### config.mk
export PLATFORM = sky130hd
export DESIGN_NAME = edge_tap_gen
export DESIGN_NICKNAME = d
export VERILOG_FILES = /design/src/rtl/edge_tap_pkg.sv /design/src/rtl/edge_tap_map.sv /design/src/rtl/edge_tap_line_buf.sv /design/src/rtl/edge_tap_gen.sv
export SDC_FILE = /design/constraint.sdc
export NUM_CORES = 1
export LEC_CHECK = 0
export ABC_CLOCK_PERIOD_IN_PS = 6320
export BUFFER_PORTS_ARGS = -buffer_cell sky130_fd_sc_hd__buf_4
export CORE_ASPECT_RATIO = 0.6
export CORE_UTILIZATION = 39
export DETAILED_ROUTE_END_ITERATION = 12
export GPL_ROUTABILITY_DRIVEN = 0
export MAX_ROUTING_LAYER = met4
export SETUP_SLACK_MARGIN = 0.05
export SYNTH_ARGS = -nofsm -noshare
export SYNTH_HDL_FRONTEND = slang
export SYNTH_SLANG_ARGS = --single-unit
### constraint.sdc
create_clock -name clk -period 6.32 [get_ports clk]
set_input_delay 1.264 -clock clk [delete_from_list [all_inputs] [get_ports clk]]
set_output_delay 1.264 -clock clk [all_outputs]
set_load 0.01 [all_outputs]
### src/rtl/edge_tap_pkg.sv
package edge_tap_pkg;
  typedef enum logic {
    EDGE_REPLICATE = 1'b0,
    EDGE_MIRROR    = 1'b1
  } edge_mode_e;
endpackage

### src/rtl/edge_tap_map.sv
// Maps one signed tap offset around the center to an in-image buffer index.
module edge_tap_map #(
  parameter int IDX_W = 4,
  parameter int OFF = 0,
  parameter edge_tap_pkg::edge_mode_e EDGE_MODE = edge_tap_pkg::EDGE_MIRROR
) (
  input  logic [IDX_W-1:0] center,
  input  logic [IDX_W:0]   width,
  output logic [IDX_W-1:0] idx,
  output logic             off_img
);
  localparam int PW = IDX_W + 3;

  logic signed [PW-1:0] pos, w_s, fixed;
  logic lo, hi;
  logic unused_hi;

  assign pos = $signed({3'b000, center}) + PW'(OFF);
  assign w_s = $signed({2'b00, width});
  assign lo  = pos < 0;
  assign hi  = pos >= w_s;
  assign off_img = lo | hi;

  generate
    if (EDGE_MODE == edge_tap_pkg::EDGE_MIRROR) begin : g_mirror
      // -j -> j-1 is ~pos ; W-1+j -> W-j is 2W-1-pos = 2W + ~pos
      assign fixed = lo ? ~pos : (hi ? ((w_s <<< 1) + ~pos) : pos);
    end else begin : g_repl
      assign fixed = lo ? '0 : (hi ? (w_s - PW'(1)) : pos);
    end
  endgenerate

  assign idx = fixed[IDX_W-1:0];
  assign unused_hi = ^fixed[PW-1:IDX_W];
endmodule

### src/rtl/edge_tap_line_buf.sv
// Pixel line store: one write port, NRD combinational read ports.
module edge_tap_line_buf #(
  parameter int MAX_W = 16,
  parameter int PIX_W = 8,
  parameter int IDX_W = 4,
  parameter int NRD = 4
) (
  input  logic                   clk,
  input  logic                   wr_en,
  input  logic [IDX_W-1:0]       wr_addr,
  input  logic [PIX_W-1:0]       wr_data,
  input  logic [NRD*IDX_W-1:0]   rd_idx,
  output logic [NRD*PIX_W-1:0]   rd_data
);
  logic [PIX_W-1:0] mem [MAX_W];

  always_ff @(posedge clk) begin
    if (wr_en && ({1'b0, wr_addr} < (IDX_W+1)'(MAX_W)))
      mem[wr_addr] <= wr_data;
  end

  for (genvar r = 0; r < NRD; r++) begin : g_rd
    logic [IDX_W-1:0] a;
    assign a = rd_idx[r*IDX_W +: IDX_W];
    assign rd_data[r*PIX_W +: PIX_W] =
      ({1'b0, a} < (IDX_W+1)'(MAX_W)) ? mem[a] : '0;
  end
endmodule

### src/rtl/edge_tap_gen.sv
module edge_tap_gen #(
  parameter int NTAPS = 4,
  parameter int MAX_W = 16,
  parameter int PIX_W = 8,
  parameter edge_tap_pkg::edge_mode_e EDGE_MODE = edge_tap_pkg::EDGE_MIRROR,
  localparam int IDX_W = (MAX_W > 1) ? $clog2(MAX_W) : 1
) (
  input  logic                   clk,
  input  logic                   rst_n,
  input  logic                   wr_en,
  input  logic [IDX_W-1:0]       wr_addr,
  input  logic [PIX_W-1:0]       wr_data,
  input  logic                   req_valid,
  output logic                   req_ready,
  input  logic [IDX_W-1:0]       req_center,
  input  logic [IDX_W:0]         req_width,
  output logic                   rsp_valid,
  input  logic                   rsp_ready,
  output logic [NTAPS*PIX_W-1:0] rsp_taps,
  output logic                   rsp_edge,
  output logic                   rsp_err
);
  localparam int NBEFORE = (NTAPS - 1) / 2;
  localparam int MIN_MIR = NTAPS / 2;

  logic [NTAPS*IDX_W-1:0] tap_idx;
  logic [NTAPS-1:0]       tap_off;
  logic [NTAPS*PIX_W-1:0] tap_pix;
  logic bad_req, accept;

  for (genvar k = 0; k < NTAPS; k++) begin : g_tap
    edge_tap_map #(
      .IDX_W(IDX_W), .OFF(k - NBEFORE), .EDGE_MODE(EDGE_MODE)
    ) u_map (
      .center (req_center),
      .width  (req_width),
      .idx    (tap_idx[k*IDX_W +: IDX_W]),
      .off_img(tap_off[k])
    );
  end

  edge_tap_line_buf #(
    .MAX_W(MAX_W), .PIX_W(PIX_W), .IDX_W(IDX_W), .NRD(NTAPS)
  ) u_buf (
    .clk    (clk),
    .wr_en  (wr_en),
    .wr_addr(wr_addr),
    .wr_data(wr_data),
    .rd_idx (tap_idx),
    .rd_data(tap_pix)
  );

  always_comb begin
    bad_req = (req_width == '0) || ({1'b0, req_center} >= req_width);
    if (EDGE_MODE == edge_tap_pkg::EDGE_MIRROR &&
        req_width < (IDX_W+1)'(MIN_MIR))
      bad_req = 1'b1;
  end

  assign req_ready = !rsp_valid || rsp_ready;
  assign accept    = req_valid && req_ready;

  always_ff @(posedge clk) begin
    if (!rst_n) begin
      rsp_valid <= 1'b0;
      rsp_taps  <= '0;
      rsp_edge  <= 1'b0;
      rsp_err   <= 1'b0;
    end else if (accept) begin
      rsp_valid <= 1'b1;
      rsp_taps  <= bad_req ? '0 : tap_pix;
      rsp_edge  <= !bad_req && (|tap_off);
      rsp_err   <= bad_req;
    end else if (rsp_ready) begin
      rsp_valid <= 1'b0;
    end
  end
endmodule

==> run_results.csv <==
group,metric,value,unit
status,status,"completed",
route,drc,0,
pwr,p_clk_share,29.0,%
timing,hold_viol,0,
route,drt-initial-drc-count,2485,
route,ant_nets,0,
clocking,clock_latency,460,ps
timing,clock_skew,26.8,ps
floorplan,die_w,253,µm
pwr,pwr_density_cell,229,nW/µm²
pwr,p_int,2310,µW
critical_path,cp-start-kind,"input port",
placement,dp_hpwl,47200,µm
critical_path,critPathSlowestCell,"o2111a_1",
timing,finalSetupTns,0,ps
clocking,cts.hold.buffers_added,0,
critical_path,reg2reg_depth,8,
pwr,irDropWorstVdd,0.197,mV
floorplan,core,36800,µm²
critical_path,crit_buf_inv,5,
worst_hold_path,hold_depth,2,
timing,clock.fmax,176,MHz
grt,grt_antenna_before_repair,2,
cells_and_area,fin_nets,1585,
clocking,cts_tree,"done",
cells_and_area,layout_commonest_cell,"mux2i_1",
route,num_vias,14851,
critical_path,endpoint_kind,"flop",
synth,syn_inst,1531,
pwr,p_sw,1430,µW
floorplan,fp.dieH,153,µm
timing,holdWs,469,ps
cells_and_area,layout_common_cells,"mux2i_1, nand2_1, edfxtp_1",
cells_and_area,area_delta_synth_final,10.9,%
placement,port_buffers,61,
timing,finalMaxSlewViolations,0,
synth,syn_area,14700,µm²
floorplan,pin_count,62,
grt,grt_pass1_wl,94600,µm
critical_path,path_max_fanout,27,
timing,max_slew_margin,10.4,%
critical_path,worstSetupPathType,"in -> reg",
pwr,p_leak,0.00639,µW
pwr,p_comb_share,36.0,%
timing,tightest_slew,1340,ps
critical_path,crit_family,"buffers and inverters",
synth,ys.flop_type,"edfxtp_1",
critical_path,arrival,6070,ps
clocking,cts-resized-gates,0,
clocking,post-cts-setup-buffer-count,0,
flow_run,drv_cap,0,
synth,yosysUniqueCellTypes,72,
synth,synth.area.top_cells,"edfxtp_1, mux2i_1, mux4_2",
timing,setup_viol,0,
clocking,cts-root-buf,"clkbuf_16",
timing,period_share,89.7,%
route,drt-total-wl,66300,µm
route,dr.pass1.iters,8,
synth,synth-warning-count,0,
critical_path,slowest_delay,610,ps
floorplan,rows,54,
grt,overflow,0,
pwr,swShare,38.2,%
critical_path,critPathRequiredTime,6720,ps
clocking,clk_pin_slew_worst_paths,90,ps
synth,avgSynthCellArea,9.63,µm²
synth,ys_ff_latch,163,
synth,seq_area_frac_synth,30.8,%
clocking,cts.sinks,163,
synth,async_reset_ff_share,0,%
timing,post-route-min-period,5670,ps
floorplan,initial_core_util,40.1,%
grt,gr-usage-all-layers,34.7,%
floorplan,dieArea,38600,µm²
cells_and_area,final_layout_size_suffix_gt1_share,14.5,%
synth,synth_nets,1586,
synth,synth_area_leader_cell,"edfxtp_1",
critical_path,path_cells,"buf_4 > inv_1 > ha_4 > inv_1 > ha_4 > fa_1 > xnor2_1 > o2111a_1 > nor3_2 > buf_4 > nor2_2 > buf_4 > mux4_2 > o32ai_1 > a211o_1",
critical_path,worst-path-stages,15,
clocking,cts_buffer_depth,2,
critical_path,path_common_cell,"buf_4",
timing,rsz0062_at_grt,"no",
clocking,htreeDepth,4,
worst_hold_path,hp-class,"reg -> reg",
grt,grt_max_degree,81,
route,via_per_inst,7.24,
synth,netlist.area_leader.share,26.1,%
clocking,numCtsBuffers,17,
cells_and_area,final_core_util,44.5,%
synth,synth_edf_count,128,
route,wl_per_cell,32.3,µm
pwr,p_seq_share,35.0,%
grt,grt_pass1_vias,13525,
## stage by stage
step           instance area [µm²]  setup WS, ps  instances  power, µW
6_report                     16300           654       2050       3740
4_1_cts                      16300           783       2047       3680
5_1_grt                      16300           444       2049       3850
2_1_floorplan                14700           947       1531       2180
3_3_place_gp                 15800           448       2015       2590
3_5_place_dp                 15800           310       2015       2620
## power groups by stage
stage | clock network (µW) | registers, µW | logic [µW]
CTS | 1080 | 1290 | 1300
floorplan | 0 | 1280 | 896
detailed placement | 0 | 1320 | 1300
global placement | 0 | 1320 | 1280
global route | 1130 | 1300 | 1420
finish | 1080 | 1310 | 1350
## worst reg2reg max path, cell delays in order (launching register included)
cell and delay (ps):
dfxtp_1 320, nand2b_1 130, nand3_1 190, a21oi_2 170, buf_4 240, nand2_1 460
nor2_1 750, o21ai_0 280, nand4_1 150
## sequential cells by signal, indices dropped and copies added (netlist names)
signal / cells
rsp_err: 1
rsp_taps: 32
u_buf.mem: 128
rsp_edge: 1
rsp_valid: 1
## cells by family (layout without fill, tap and decap cells)
group,count (synthesis),in the layout,share of synthesized area (%)
AO/OA/AOI/OAI,419,419,20.7
AND/OR/NAND/NOR,397,397,12.8
other,0,3,0
multiplexers,354,354,27.8
flip-flops,163,163,30.8
adder cells (fa/ha/maj),29,29,2.67
XOR/XNOR,11,11,0.755
buffers and inverters,158,170,4.44
## path summary, 6_finish.rpt
path | startpoint | to | slack, ps
setup reg to reg | rsp_valid | rsp_taps[24] | 3570
hold reg to reg | rsp_taps[30] | rsp_taps[30] | 470
setup / recovery | req_center[1] | rsp_taps[23] | 650
hold / removal | rsp_taps[30] | rsp_taps[30] | 470
## cells in the mapped netlist (all sizes together), types with 10 or more instances
cell	count
nor2	43
o2111a	10
o211ai	10
a211o	15
o2111ai	10
ha	25
nand2	130
o31ai	11
a311oi	15
o21ai	77
a2111oi	14
edfxtp	128
a211oi	41
dfxtp	35
buf	48
nor3	62
nand4	15
a22o	15
inv	26
and3	17
mux2i	303
mux4	43
nand3	77
nor2b	29
clkbuf	84
a21oi	46
a22oi	72
## per-layer routing
metal	up-vias	track usage (%)	wire length, µm	part of all wire [%]
met5	-	-	0	0
met3	151	19.5	13200	20
met2	1314	41.9	24200	37
met1	7305	48.6	27500	41
met4	0	7.30	1410	2.1
li1	6081	-	-	-
## cell type report
| class | instances | area, µm² |
|---|---|---|
| inverter | 26 | 97.6 |
| multi-input combinational | 1210 | 9630 |
| tap | 504 | 631 |
| antenna | 3 | 7.51 |
| sequential | 163 | 4540 |
| timing repair buffer | 112 | 857 |
| clock inverter | 14 | 139 |
| clock buffer | 18 | 439 |
| fill | 3556 | 20400 |
(Power assumes the default switching activity.)
